==> config.mk <==
export PLATFORM = sky130hd
export DESIGN_NAME = wdog_timer
export DESIGN_NICKNAME = d
export VERILOG_FILES = /design/src/rtl/wdog_pkg.sv /design/src/rtl/wdog_rst_sync.sv /design/src/rtl/wdog_prescaler.sv /design/src/rtl/wdog_core.sv /design/src/rtl/wdog_timer.sv
export SDC_FILE = /design/constraint.sdc
export NUM_CORES = 1
export LEC_CHECK = 0
export CAP_MARGIN = 0
export CORE_UTILIZATION = 52
export DETAILED_ROUTE_END_ITERATION = 6
export PLACE_DENSITY = 0.81
export RECOVER_POWER = 25
export SYNTH_ARGS = -nofsm -noshare
export SYNTH_HDL_FRONTEND = slang
export SYNTH_SLANG_ARGS = --single-unit
==> constraint.sdc <==
create_clock -name clk -period 2.7 [get_ports clk]
set_clock_uncertainty 0.05 [all_clocks]
set_input_delay 0.81 -clock clk [delete_from_list [all_inputs] [get_ports clk]]
set_output_delay 0.81 -clock clk [all_outputs]
set_load 0.1 [all_outputs]
==> src/rtl/wdog_pkg.sv <==
package wdog_pkg;

  typedef enum logic [1:0] {
    RES_32US  = 2'b00,
    RES_10MS  = 2'b01,
    RES_100MS = 2'b10,
    RES_1S    = 2'b11
  } wdog_res_e;

  // word indices of the registers (byte address >> 2)
  localparam int unsigned W_CTRL  = 0;
  localparam int unsigned W_COUNT = 1;
  localparam int unsigned W_CAUSE = 2;

  // control bit positions
  localparam int unsigned B_RUN    = 0;
  localparam int unsigned B_FIRED  = 1;
  localparam int unsigned B_SHUT   = 2;
  localparam int unsigned B_HWDIS  = 3;
  localparam int unsigned B_RELOAD = 7;
  localparam int unsigned B_CAUSE  = 1;

  // clock cycles per tick for a resolution code
  function automatic int unsigned res_div(input int unsigned khz, input logic [1:0] sel);
    case (sel)
      2'b00:   res_div = (khz * 32) / 1000;
      2'b01:   res_div = khz * 10;
      2'b10:   res_div = khz * 100;
      default: res_div = khz * 1000;
    endcase
  endfunction

endpackage

==> src/rtl/wdog_rst_sync.sv <==
module wdog_rst_sync #(
  parameter int unsigned STAGES = 2
) (
  input  logic clk,
  input  logic arst_n,
  output logic srst_n
);
  logic [STAGES-1:0] sync_q;
  logic [STAGES-1:0] sync_d;

  always_comb sync_d = {sync_q[STAGES-2:0], 1'b1};

  always_ff @(posedge clk or negedge arst_n) begin
    if (!arst_n) sync_q <= '0;
    else         sync_q <= sync_d;
  end

  assign srst_n = sync_q[STAGES-1];
endmodule

==> src/rtl/wdog_prescaler.sv <==
module wdog_prescaler
  import wdog_pkg::*;
#(
  parameter int unsigned CLK_KHZ = 250000
) (
  input  logic       clk,
  input  logic       rst_n,
  input  logic       clr_i,
  input  logic [1:0] res_i,
  output logic       tick_o
);
  localparam int unsigned DIV_MAX = res_div(CLK_KHZ, 2'b11);
  localparam int unsigned PC_W    = $clog2(DIV_MAX + 1);

  logic [PC_W-1:0] lim [4];
  logic [PC_W-1:0] pc_q, pc_d;
  logic [1:0]      res_q;
  logic            restart;

  for (genvar g = 0; g < 4; g++) begin : g_lim
    assign lim[g] = PC_W'(res_div(CLK_KHZ, 2'(g)) - 1);
  end

  always_comb begin
    restart = clr_i | (res_i != res_q);
    tick_o  = !restart && (pc_q == lim[res_i]);
    pc_d    = (restart || tick_o) ? '0 : pc_q + 1'b1;
  end

  always_ff @(posedge clk or negedge rst_n) begin
    if (!rst_n) begin
      pc_q  <= '0;
      res_q <= RES_32US;
    end else begin
      pc_q  <= pc_d;
      res_q <= res_i;
    end
  end
endmodule

==> src/rtl/wdog_core.sv <==
module wdog_core #(
  parameter int unsigned CNT_W = 16
) (
  input  logic             clk,
  input  logic             rst_n,
  input  logic             ctrl_we,
  input  logic             wr_run,
  input  logic             wr_fired_clr,
  input  logic             wr_shut,
  input  logic             wr_reload,
  input  logic [CNT_W-1:0] load_val,
  input  logic             hw_dis,
  input  logic             tick,
  output logic             run,
  output logic             fired,
  output logic             shut,
  output logic [CNT_W-1:0] cnt,
  output logic             presc_clr,
  output logic             rst_req,
  output logic             shut_req
);
  logic             run_q, run_d, fired_q, fired_d, shut_q, shut_d;
  logic             rreq_q, rreq_d, sreq_q, sreq_d;
  logic [CNT_W-1:0] cnt_q, cnt_d;
  logic             start, load, active, step, expire;

  always_comb begin
    start   = ctrl_we & wr_run & ~run_q & ~hw_dis;
    load    = (ctrl_we & wr_reload) | start;
    active  = run_q & ~hw_dis & ~fired_q;
    step    = active & tick & ~load;
    expire  = step & (cnt_q <= CNT_W'(1));
    run_d   = hw_dis ? 1'b0 : (ctrl_we ? wr_run : run_q);
    shut_d  = ctrl_we ? wr_shut : shut_q;
    fired_d = expire ? 1'b1 : ((ctrl_we & wr_fired_clr) ? 1'b0 : fired_q);
    if (load)                          cnt_d = load_val;
    else if (step && cnt_q != '0)      cnt_d = cnt_q - 1'b1;
    else                               cnt_d = cnt_q;
    rreq_d    = expire & ~shut_q;
    sreq_d    = expire & shut_q;
    presc_clr = load | ~active;
  end

  always_ff @(posedge clk or negedge rst_n) begin
    if (!rst_n) begin
      run_q   <= 1'b0;
      fired_q <= 1'b0;
      shut_q  <= 1'b0;
      cnt_q   <= '0;
      rreq_q  <= 1'b0;
      sreq_q  <= 1'b0;
    end else begin
      run_q   <= run_d;
      fired_q <= fired_d;
      shut_q  <= shut_d;
      cnt_q   <= cnt_d;
      rreq_q  <= rreq_d;
      sreq_q  <= sreq_d;
    end
  end

  assign run      = run_q;
  assign fired    = fired_q;
  assign shut     = shut_q;
  assign cnt      = cnt_q;
  assign rst_req  = rreq_q;
  assign shut_req = sreq_q;
endmodule

==> src/rtl/wdog_timer.sv <==
module wdog_timer
  import wdog_pkg::*;
#(
  parameter int unsigned CLK_KHZ     = 250000,
  parameter int unsigned CNT_W       = 16,
  parameter int unsigned ADDR_W      = 4,
  parameter int unsigned DATA_W      = 32,
  parameter int unsigned SYNC_STAGES = 2
) (
  input  logic              clk,
  input  logic              rst_n,
  input  logic              por_n,
  input  logic              bus_sel,
  input  logic              bus_wr,
  input  logic [ADDR_W-1:0] bus_addr,
  input  logic [DATA_W-1:0] bus_wdata,
  output logic [DATA_W-1:0] bus_rdata,
  input  logic [1:0]        cfg_res,
  input  logic              cfg_disable,
  output logic              rst_req,
  output logic              shut_req
);
  localparam int unsigned WIDX_W = ADDR_W - 2;

  logic              sys_rst_n, por_rst_n;
  logic [WIDX_W-1:0] widx;
  logic              we_ctrl, we_count, we_cause;
  logic [CNT_W-1:0]  reload_q;
  logic              cause_q, cause_d;
  logic              run, fired, shut, presc_clr, tick;
  logic [CNT_W-1:0]  cnt;
  logic              unused_bits;

  wdog_rst_sync #(.STAGES(SYNC_STAGES)) u_sys_sync (
    .clk(clk), .arst_n(rst_n & por_n), .srst_n(sys_rst_n));
  wdog_rst_sync #(.STAGES(SYNC_STAGES)) u_por_sync (
    .clk(clk), .arst_n(por_n), .srst_n(por_rst_n));

  always_comb begin
    widx     = bus_addr[ADDR_W-1:2];
    we_ctrl  = bus_sel & bus_wr & (widx == WIDX_W'(W_CTRL));
    we_count = bus_sel & bus_wr & (widx == WIDX_W'(W_COUNT));
    we_cause = bus_sel & bus_wr & (widx == WIDX_W'(W_CAUSE));
    cause_d  = rst_req ? 1'b1 : ((we_cause & bus_wdata[B_CAUSE]) ? 1'b0 : cause_q);
  end

  assign unused_bits = ^{bus_wdata[DATA_W-1:CNT_W], bus_addr[1:0]};

  always_ff @(posedge clk or negedge sys_rst_n) begin
    if (!sys_rst_n)    reload_q <= '0;
    else if (we_count) reload_q <= bus_wdata[CNT_W-1:0];
  end

  always_ff @(posedge clk or negedge por_rst_n) begin
    if (!por_rst_n) cause_q <= 1'b0;
    else            cause_q <= cause_d;
  end

  wdog_prescaler #(.CLK_KHZ(CLK_KHZ)) u_presc (
    .clk(clk), .rst_n(sys_rst_n), .clr_i(presc_clr), .res_i(cfg_res), .tick_o(tick));

  wdog_core #(.CNT_W(CNT_W)) u_core (
    .clk(clk), .rst_n(sys_rst_n), .ctrl_we(we_ctrl),
    .wr_run(bus_wdata[B_RUN]), .wr_fired_clr(bus_wdata[B_FIRED]),
    .wr_shut(bus_wdata[B_SHUT]), .wr_reload(bus_wdata[B_RELOAD]),
    .load_val(reload_q), .hw_dis(cfg_disable), .tick(tick),
    .run(run), .fired(fired), .shut(shut), .cnt(cnt), .presc_clr(presc_clr),
    .rst_req(rst_req), .shut_req(shut_req));

  always_comb begin
    bus_rdata = '0;
    if (bus_sel) begin
      case (widx)
        WIDX_W'(W_CTRL): begin
          bus_rdata[B_RUN]   = run;
          bus_rdata[B_FIRED] = fired;
          bus_rdata[B_SHUT]  = shut;
          bus_rdata[B_HWDIS] = cfg_disable;
        end
        WIDX_W'(W_COUNT): bus_rdata[CNT_W-1:0] = cnt;
        WIDX_W'(W_CAUSE): bus_rdata[B_CAUSE]   = cause_q;
        default:          bus_rdata = '0;
      endcase
    end
  end
endmodule

==> results of run 1 <==
-- kinds of logic (layout without fill, tap and decap cells) --
kind of cell,Yosys count,in the layout
muxes,21,21
buffers and inverters,41,118
xor gates and xnor gates,29,29
DFF,72,72
AOI/OAI and AO/OA,51,51
and+or+nand+nor,174,174
other,2,18
adders and majority gates,7,7
-- layout by cell type, fill, tap and decap left out, types with 13 or more instances in the layout --
cell type        Yosys  final
buf_4               16     37
buf_12               0     18
clkdlybuf4s50_1      0     18
conb_1               2     18
nor2_1              53     46
dfrtp_1             72     72
mux2_2              16     16
nand3_1             15     14
nand2_1             22     21
or4_1               16     13
xor2_1              16     16
-- synthesized netlist by cell type, types with 5 or more instances --
master / number / share of area (%)
xor2_1: 16 / 3.6
dfrtp_1: 72 / 47
clkbuf_1: 12 / 1.2
and2_1: 14 / 2.3
or4_1: 16 / 3.1
mux2i_1: 5 / 1.3
and3_1: 6 / 0.97
xnor2_1: 13 / 3.0
nand3_1: 15 / 1.9
nor3_1: 5 / 0.65
inv_1: 10 / 0.97
o21ai_0: 14 / 1.8
nand2b_1: 5 / 0.81
nand4_1: 12 / 1.9
a31oi_1: 13 / 2.1
nor2_1: 53 / 5.2
o31ai_1: 7 / 1.4
buf_4: 16 / 3.1
nand2_1: 22 / 2.1
ha_1: 7 / 2.3
or3_1: 14 / 2.3
mux2_2: 16 / 4.7
-- power groups by stage --
stage	logic [W]	registers, W	clock network (W)
2_1_floorplan	0.000463	0.00131	0
3_3_place_gp	0.000632	0.00133	0
3_5_place_dp	0.000653	0.00134	0
4_1_cts	0.000680	0.00133	0.000962
5_1_grt	0.000758	0.00136	0.00101
6_report	0.000711	0.00134	0.000959
-- sequential cells by signal, indices dropped and copies added (netlist names) --
| signal | count |
|---|---|
| cause_q | 1 |
| reload_q | 16 |
| u_por_sync.sync_q | 2 |
| u_presc.res_q | 2 |
| u_core.cnt | 16 |
| u_core.shut | 1 |
| u_presc.pc_q | 28 |
| u_core.run | 1 |
| u_core.rst_req | 1 |
| u_core.shut_req | 1 |
| u_core.fired | 1 |
| u_sys_sync.sync_q | 2 |
-- what timing repair did --
item                                   4_1_cts  5_1_grt
setup endpoints to repair                   35       61
gates resized for setup                     49       28
cloned                                       3        2
hold buffers                                 1        0
endpoints found under the hold margin        1        0
setup buffers                               11        2
pin swaps                                   23       17
-- per-layer routing --
| metal | GRT usage [%] | vias to the layer above |
|---|---|---|
| li1 | - | 1549 |
| met1 | 31.26 | 1659 |
| met2 | 46.44 | 143 |
| met3 | 4.336 | 29 |
| met4 | 13.93 | 0 |
| met5 | 0 | - |
-- per-stage QoR --
step           utilization [%]  hold slack, ns  setup WS (ns)  cell area (um^2)
3_3_place_gp             66.22        -0.05321        -0.9734              4777
6_report                 73.59          0.3030        -0.2929              5309
3_5_place_dp             66.22        -0.04862         -1.027              4777
2_1_floorplan                -        -0.05566        -0.3177              3994
5_1_grt                  73.59          0.3141        -0.3565              5309
4_1_cts                  72.63          0.3033        -0.2567              5240
-- worst min path at each step --
| stage | cells after the start | startpoint | slack [ns] | end |
|---|---|---|---|---|
| 4_1_cts | 0 | u_sys_sync.sync_q[0]$_DFF_PN0_ | 0.30 | u_sys_sync.sync_q[1]$_DFF_PN0_ |
| 5_1_grt | 0 | u_sys_sync.sync_q[0]$_DFF_PN0_ | 0.31 | u_sys_sync.sync_q[1]$_DFF_PN0_ |
| 6_report | 0 | u_sys_sync.sync_q[0]$_DFF_PN0_ | 0.30 | u_sys_sync.sync_q[1]$_DFF_PN0_ |
| 3_5_place_dp | 0 | u_por_sync.sync_q[1]$_DFF_PN0_ | -0.05 | cause_q$_DFFE_PN0P_ |
| 3_3_place_gp | 0 | u_por_sync.sync_q[1]$_DFF_PN0_ | -0.05 | cause_q$_DFFE_PN0P_ |
| 2_1_floorplan | 0 | u_por_sync.sync_q[1]$_DFF_PN0_ | -0.06 | cause_q$_DFFE_PN0P_ |
-- layout make-up --
type                       count  area [um^2]
multi-input combinational    300         2098
fill                         488         1906
sequential                    72         1802
timing repair buffer          92         1027
clock buffer                  10        127.6
tap                           99        123.9
clock inverter                 6        92.59
inverter                      10        37.54
==> metrics, run 1 <==
WL final=just under 10000 um; reported net switching power=roughly 0.00099 W; CP Capture Type=flop; critical path depth in cells=10; CTS buffer count=9; largest family of logic cells by synthesized area=simple AND/OR/NAND/NOR gates; Synth Area in Compound Gates=roughly 8.7%; Worst Path Required=a little under 3 ns; DP Cell Count=~560; Overall Power=around 0.003 W; core outline area=roughly 0.007 mm^2; wire length on met2=approximately 5200 um; reg-to-reg setup timing slack=-0.06 ns; DRC viols=0; drt initial violations=roughly 260; crit path launch=cfg_res[1]; most used cell, CP=or3_4; Initial Utilization=between 50% and 60%; Synth Register Bits=72; Max Clk Rate=334.1 MHz; ant diodes=0; Worst EP arrival=around 3.2 ns; final std cells w/o fill=589; period utilization=110.8%; H-Tree Depth=3; Slew HR=3.754%; library cells used by synthesis=between 40 and 50; Setup WS post-layout=-0.2929 ns; failing checks=setup timing; Buf/Inv on CP=3; Final Critical Period=~3 ns; Least-Margin Pin Slew=1.444 ns; Total GRT Usage=between 20% and 30%; FF-to-FF Start=u_presc.pc_q[24]$_DFF_PN0_; synthesized cell area=~0.0039 mm^2; routed vias=approximately 3400; Slowest cell on crit path=or4_1; largest delay contributor family on the critical path=simple AND/OR/NAND/NOR gates; Worst Setup EP=u_core.cnt[8]$_DFFE_PN0P_; Reg power frac=roughly 45%; WS Path Type=input port to flop; max layer used=met4; Synth Flop Type=dfrtp_1; total die area=0.007759 mm^2; first-pass GRT wire length=between 15000 and 20000 um; XOR/XNOR Fraction of Synth Area=roughly 6.6%; Post-synth EDFFs=0; synthesized area per cell=9.707 um^2; Root Buffer=clkbuf_8; Clock Latency Late Sink=0.36 ns; part of the power in combinational logic=approximately a quarter; initial antenna violation count=0; mux cell area share after synthesis=5.974%; nets@finish=between 500 and 600; HPWL after DPL=6153 um; CP max FO=7; Row Count=31; Worst setup SP type=input port; crit-path cells=buf_8, buf_6, ha_4, or3_4, a221oi_2, nand4_1, or3_4, buf_16, or4_1, a31oi_1; Vias/cell=between 5 and 6; RSZ-0062 raised after global routing=true; Die Y=88.09 um; post-route antenna net violation count=0; Area growth syn-to-layout=37.76%; gpl congestion=roughly 0.95; Clock Power Share=about a third; largest net degree at the start of global routing=36; Async SR Flop Fraction=between 90% and 100%; max-slew violations=0; wire per inst=between 15 and 20 um; GRT overflow=0; Setup Viol. Count Final=19; PortBufs=between 40 and 50; Syn Inst Count=397; Worst Hold Class=flop to flop; chip width=between 80 and 90 um; status=finished with violations; sequential-to-total area share from yosys stat=46.75%; Yosys warnings=0; router iterations before antenna repair=5; Int Pwr=around 0.002 W; share of cells above drive strength 1=a little over 30%; clock tree buffer depth=2; Power Dens Cells=about 570 mW/mm^2; worst vdd ir=between 0.0003 and 0.0004 V; crit-path max cell delay=between 0.4 and 0.5 ns; DRT met1 WL=3792 um; final-report hold violation count=0; Adder-Cell Fraction of Synth Area=~2.3%; vias in the first global route=roughly 3300; total of max-cap violations=0; TNS Setup=-4.001 ns; Synth Area in Simple Gates=around a quarter; Clock Pin Slew Worst Setup and Hold Paths=about 0.08 ns; I/O Pins=slightly below 80; switch share=about a third; R2R depth=7; Leakage=about 2.2 nW; met3 WL=roughly 600 um; CTS tree=built; Clock Sinks=slightly above 70; Reg-to-Reg End=u_core.cnt[8]$_DFFE_PN0P_
Note: power is estimated with default switching activity, not from simulation.
==> run 2: changes to the inputs <==
--- a/config.mk
+++ b/config.mk
@@ -9,7 +9,7 @@
 export CORE_UTILIZATION = 52
 export DETAILED_ROUTE_END_ITERATION = 6
 export PLACE_DENSITY = 0.81
-export RECOVER_POWER = 25
+export RECOVER_POWER = 50
 export SYNTH_ARGS = -nofsm -noshare
 export SYNTH_HDL_FRONTEND = slang
 export SYNTH_SLANG_ARGS = --single-unit
==> constraint.sdc (replaced) <==
create_clock -name clk -period 2.7 [get_ports clk]
set_clock_uncertainty 0.05 [all_clocks]
set_input_delay 0.27 -clock clk [delete_from_list [all_inputs] [get_ports clk]]
set_output_delay 0.27 -clock clk [all_outputs]
set_load 0.1 [all_outputs]
==> run 2 against run 1 <==
Compared with the run above: the run now ends clean; total power shrank 4.9%; critical endpoint unchanged; die area is the same; critical path depth shrank 3; largest cell class unchanged; hold slack lost 0.20 ns; worst setup slack gained 0.33 ns; non-clock buffer count shrank 18; design area shrank 6.2%; clock power shrank 6.4%.
==> metrics, run 2 (synthesized netlist as in run 1, its figures left out) <==
status=completed; Setup Viol. Count Final=0; total die area=0.007759 mm^2; total of max-cap violations=0; Clock Pin Slew Worst Setup and Hold Paths=0.08 ns; CP max FO=7; Buf/Inv on CP=1; Slowest cell on crit path=or4_4; share of cells above drive strength 1=about a fifth; most flop-heavy register=u_presc.pc_q; crit-path cells=or4_4, a221oi_2, nand4_1, or3_4, buf_12, or4_4, a31oi_4; routed vias=between 3000 and 4000; Clock Latency Late Sink=0.36 ns; Clock Sinks=72; Power Dens Cells=575.3 mW/mm^2; Die Y=between 80 and 90 um; H-Tree Depth=3; gpl congestion=between 0.9 and 1; nets@finish=just over 500; fin area=approximately 0.005 mm^2; Slew HR=roughly 10%; period utilization=98.49%; FF-to-FF Start=u_presc.pc_q[26]$_DFF_PN0_; most frequent cells in the layout=dfrtp_1 (72), nor2_1 (52), buf_4 (23), nand2_1 (22), clkdlybuf4s50_1 (22); R2R depth=7; Reg-to-Reg End=u_core.cnt[8]$_DFFE_PN0P_; Worst setup SP type=flop; WL final=a little under 9000 um; WS Path Type=flop to flop; post-route antenna net violation count=0; Worst EP arrival=between 2 and 3 ns; Overall Power=0.002864 W; final-report hold violation count=0; clock tree buffer depth=2; Fillers=564; drt initial violations=~150; DP Cell Count=551; Total GRT Usage=between 20% and 30%; Least-Margin Pin Slew=approximately 1.4 ns; Final Critical Period=2.659 ns; Area after DPL=about 0.0046 mm^2; worst vdd ir=between 0.0003 and 0.0004 V; HPWL after DPL=just over 6000 um; vias in the first global route=roughly 3200; initial antenna violation count=0; Leakage=~2.1 nW; max-slew violations=0; fin util=between 60% and 70%; chip width=88.09 um; PortBufs=43; CP Capture Type=flop; Max Clk Rate=~380 MHz; number of flip-flops in the largest register=28; Root Buffer=clkbuf_8; DRC viols=0; core outline area=slightly above 0.007 mm^2; CTS buffer count=9; Row Count=31; CTS tree=built; Worst Path Required=around 2.9 ns; largest delay contributor family on the critical path=simple AND/OR/NAND/NOR gates; Vias/cell=between 5 and 6; crit-path max cell delay=roughly 0.52 ns; router iterations before antenna repair=5; most used cell, CP=or4_4; largest net degree at the start of global routing=35; reg-to-reg setup timing slack=between 0.04 and 0.05 ns; I/O Pins=around 80; wire per inst=~16 um; ant diodes=0; commonest non-fill, non-tap cell in the layout=dfrtp_1; Initial Utilization=between 50% and 60%; Worst Hold Class=input port to asynchronous set/reset pin; first-pass GRT wire length=~14000 um; Area growth syn-to-layout=29.19%; final std cells w/o fill=571; RSZ-0062 raised after global routing=true; GRT overflow=0
==> run 2: cell count changes in the layout (fill, tap and decap cells not counted), sizes merged <==
cell,before,now
buf,68,42
clkbuf,12,18
clkdlybuf4s50,18,22
clkinv,1,3
clkinvlp,2,0
dlygate4sd2,0,2
bufinv,2,1
clkdlybuf4s15,1,0
dlymetal6s2s,1,0
inv,11,10
==> run 2: what timing repair did <==
action / 4_1_cts / 5_1_grt
setup buffers: 0 / 1
pin swaps: 4 / 30
endpoints found under the setup margin: 16 / 15
hold buffers: 1 / 0
gates resized for setup: 8 / 16
endpoints found under the hold margin: 1 / 0
gates cloned: 0 / 2
==> run 2: worst max path at each step <==
stage	startpoint	end	slack (ns)	depth (start not counted)
after floorplan	cfg_res[0]	u_core.cnt[11]$_DFFE_PN0P_	0.06	9
after global placement	cfg_res[0]	u_core.cnt[13]$_DFFE_PN0P_	-0.44	9
after detailed placement	cfg_res[0]	u_core.rst_req$_DFF_PN0_	-0.50	10
after CTS	u_presc.pc_q[25]$_DFF_PN0_	u_core.cnt[10]$_DFFE_PN0P_	-0.001	7
after global routing	u_presc.pc_q[26]$_DFF_PN0_	u_core.cnt[8]$_DFFE_PN0P_	-0.04	8
final	u_presc.pc_q[26]$_DFF_PN0_	u_core.cnt[8]$_DFFE_PN0P_	0.04	7
==> run 2: final cells by class <==
cell class | count | area, um^2 | share of cell area [%]
Sequential cell | 72 | 1802 | 36.19
Tap cell | 99 | 123.9 | 2.488
Timing Repair Buffer | 74 | 842.1 | 16.91
Inverter | 10 | 37.54 | 0.7540
Clock inverter | 4 | 52.55 | 1.056
Multi-Input combinational cell | 300 | 1966 | 39.48
Clock buffer | 12 | 155.1 | 3.116
==> run 2: metal layers <==
layer | vias up | wire length [um] | GRT usage (%)
met3 | 20 | 412 | 4.995
met2 | 91 | 4618 | 42.57
met5 | - | 0 | 0
met4 | 0 | 186 | 8.358
li1 | 1512 | - | -
met1 | 1575 | 3663 | 29.03
==> run 2: where the power goes <==
group / internal, W / total [W] / switching (W)
Combinational: 0.000241 / 0.000632 / 0.000391
Sequential: 0.00121 / 0.00133 / 0.000128
Clock: 0.000479 / 0.000898 / 0.000419
==> run 2: worst reg2reg max path: cells and delay by family (launching register included) <==
kind / cells / cell delay, ns
AO/OA/AOI/OAI: 2 / 0.43
buffers and inverters: 1 / 0.15
AND/OR/NAND/NOR: 4 / 1.55
flip-flops: 1 / 0.39
==> run 2: stage by stage <==
stage,TNS [ns],hold slack [ns],worst slack [ns]
2_1_floorplan,0,-0.07559,0.05911
3_3_place_gp,-7.706,-0.05102,-0.4403
3_5_place_dp,-8.498,-0.05299,-0.4964
4_1_cts,-0.001332,0.03569,-0.001332
5_1_grt,-0.09925,0.1131,-0.04137
6_report,0,0.1036,0.04078
==> run 3: changes to the inputs <==
--- a/config.mk
+++ b/config.mk
@@ -6,10 +6,10 @@
 export NUM_CORES = 1
 export LEC_CHECK = 0
 export CAP_MARGIN = 0
-export CORE_UTILIZATION = 52
+export CORE_UTILIZATION = 30
 export DETAILED_ROUTE_END_ITERATION = 6
-export PLACE_DENSITY = 0.81
 export RECOVER_POWER = 50
 export SYNTH_ARGS = -nofsm -noshare
 export SYNTH_HDL_FRONTEND = slang
 export SYNTH_SLANG_ARGS = --single-unit
+export TNS_END_PERCENT = 30
==> constraint.sdc (replaced) <==
create_clock -name clk -period 2.65 [get_ports clk]
set_clock_uncertainty 0.05 [all_clocks]
set_input_delay 0.265 -clock clk [delete_from_list [all_inputs] [get_ports clk]]
set_output_delay 0.265 -clock clk [all_outputs]
set_load 0.1 [all_outputs]
==> run 3 against run 2 <==
Compared with the run above: the flow now finishes with violations (setup timing); cell count is 15% higher; sequential share of layout area is 2.0 points lower; via count is 0.59% lower; routed wire length is 2.6% higher; sequential power hardly changed; clock-buffer cell count is 2 lower; total power is 16% higher; design area is 5.8% higher; hold slack better by 0.022 ns; global-route usage is 9.1 points lower; highest routed layer unchanged.
==> metrics, run 3 (synthesized netlist as in run 1, its figures left out) <==
status=finished with violations; failing checks=setup timing; GR Util met3=around 2.7%; final-report hold violation count=0; share of cells above drive strength 1=a little over a fifth; largest net degree at the start of global routing=31; RSZ-0062 raised after global routing=true; Overall Power=around 0.0033 W; Worst EP arrival=about 2.8 ns; PortBufs=43; worst vdd ir=0.0002503 V; crit-path max cell delay=between 0.5 and 0.6 ns; WL final=9109 um; Setup Viol. Count Final=1; Most Crowded Layer GR=met2; WS Path Type=flop to flop; dpl ws=-0.6327 ns; Slew HR=about a fifth; Clock Sinks=72; total die area=about 0.013 mm^2; Clock Pin Slew Worst Setup and Hold Paths=roughly 0.060 ns; commonest non-fill, non-tap cell in the layout=dfrtp_1; Initial Utilization=30.66%; number of flip-flops in the largest register=28; wire per inst=~14 um; CTS tree=built; Buf/Inv on CP=1; CP max FO=16; Area growth syn-to-layout=36.72%; initial antenna violation count=0; Seq. cell area=around 0.0018 mm^2; router iterations before antenna repair=5; most frequent cells in the layout=dfrtp_1 (72), nor2_1 (51), buf_4 (35), nand2_1 (22), clkdlybuf4s50_1 (21); crit-path cells=or4_4, a221oi_2, nand4_1, or3_4, bufbuf_16, o41ai_4, a31oi_1; HPWL after DPL=between 6000 and 7000 um; Leakage=2.192 nW; period utilization=100.0%; H-Tree Depth=3; Total GRT Usage=between 10% and 20%; core outline area=about 0.013 mm^2; Final Critical Period=between 2 and 3 ns; clock tree buffer depth=2; final std cells w/o fill=around 660; Die Y=115.3 um; DP Cell Count=~630; gpl congestion=0.8533; I/O Pins=78; Root Buffer=clkbuf_16; chip width=115.3 um; Worst Path Required=~2.8 ns; M1 GR Usage=about 16%; Least-Margin Pin Slew=about 1.2 ns; Worst Hold Class=input port to asynchronous set/reset pin; drt initial violations=127; CTS buffer count=9; CP Capture Type=flop; Max Clk Rate=about 380 MHz; largest delay contributor family on the critical path=simple AND/OR/NAND/NOR gates; Row Count=41; Vias/cell=4.853; first-pass GRT wire length=15470 um; footprint of the multi-input gates=around 0.002 mm^2; DRC viols=0; Slowest cell on crit path=or4_4; Power Dens Cells=~630 mW/mm^2; routed vias=approximately 3200; GRT overflow=0; Setup WS post-layout=-0.0009006 ns; nets@finish=approximately 530; TNS Setup=-0.0009006 ns; met2 Use GR=~28%; fin util=between 40% and 50%; Clock Latency Late Sink=roughly 0.33 ns; Worst setup SP type=flop; most flop-heavy register=u_presc.pc_q; Fillers=1210; ant diodes=0; vias in the first global route=3283; max-slew violations=0; post-route antenna net violation count=0; total of max-cap violations=0
run 3: power breakdown:
part | internal, W | switching, W | total (W)
clock network | 0.000844 | 0.000455 | 0.00130
logic | 0.000260 | 0.000404 | 0.000664
registers | 0.00123 | 0.000118 | 0.00135
run 3: area by class of cell:
class | instances | area share, %
multi-input cells | 300 | 36.97
flip-flops and latches | 72 | 34.20
repair buffers | 85 | 17.93
clock buffers | 10 | 4.536
well taps | 172 | 4.085
clock inverters | 6 | 1.567
inverters | 10 | 0.7124
run 3: stage by stage:
stage | hold WS (ns) | cell area [um^2]
CTS | 0.04746 | 5250
detailed placement | -0.04984 | 4808
finish | 0.1258 | 5269
global placement | -0.05164 | 4808
floorplan | -0.08059 | 3914
global route | 0.1265 | 5269
run 3: repair_timing:
item                                   in CTS  in global routing
hold buffers                                1                  0
endpoints found under the hold margin       1                  0
pin swaps                                  24                  8
cloned                                      2                  0
gates resized for setup                    13                  6
setup endpoints to repair                  18                 17
buffers inserted                            3                  1
run 3: path summary, 6_finish.rpt:
check	startpoint	end	slack, ns	cells after the start
max in group asynchronous	u_sys_sync.sync_q[1]$_DFF_PN0_	u_presc.pc_q[6]$_DFF_PN0_	0.71	1
min in group clk	cfg_res[1]	u_presc.res_q[1]$_DFF_PN0_	0.14	1
setup reg to reg	u_presc.pc_q[26]$_DFF_PN0_	u_core.cnt[6]$_DFFE_PN0P_	-0.0009	7
hold / removal	por_n	u_por_sync.sync_q[0]$_DFF_PN0_	0.13	1
setup / recovery	u_presc.pc_q[26]$_DFF_PN0_	u_core.cnt[6]$_DFFE_PN0P_	-0.0009	7
hold reg to reg	u_por_sync.sync_q[0]$_DFF_PN0_	u_por_sync.sync_q[1]$_DFF_PN0_	0.30	0
run 3: layer usage:
metal | part of all wire, % | wire, um | up-vias
met5 | 0 | 0 | -
met4 | 2.1 | 192 | 0
met3 | 3.1 | 278 | 16
met2 | 52 | 4694 | 69
met1 | 43 | 3943 | 1562
li1 | - | - | 1532
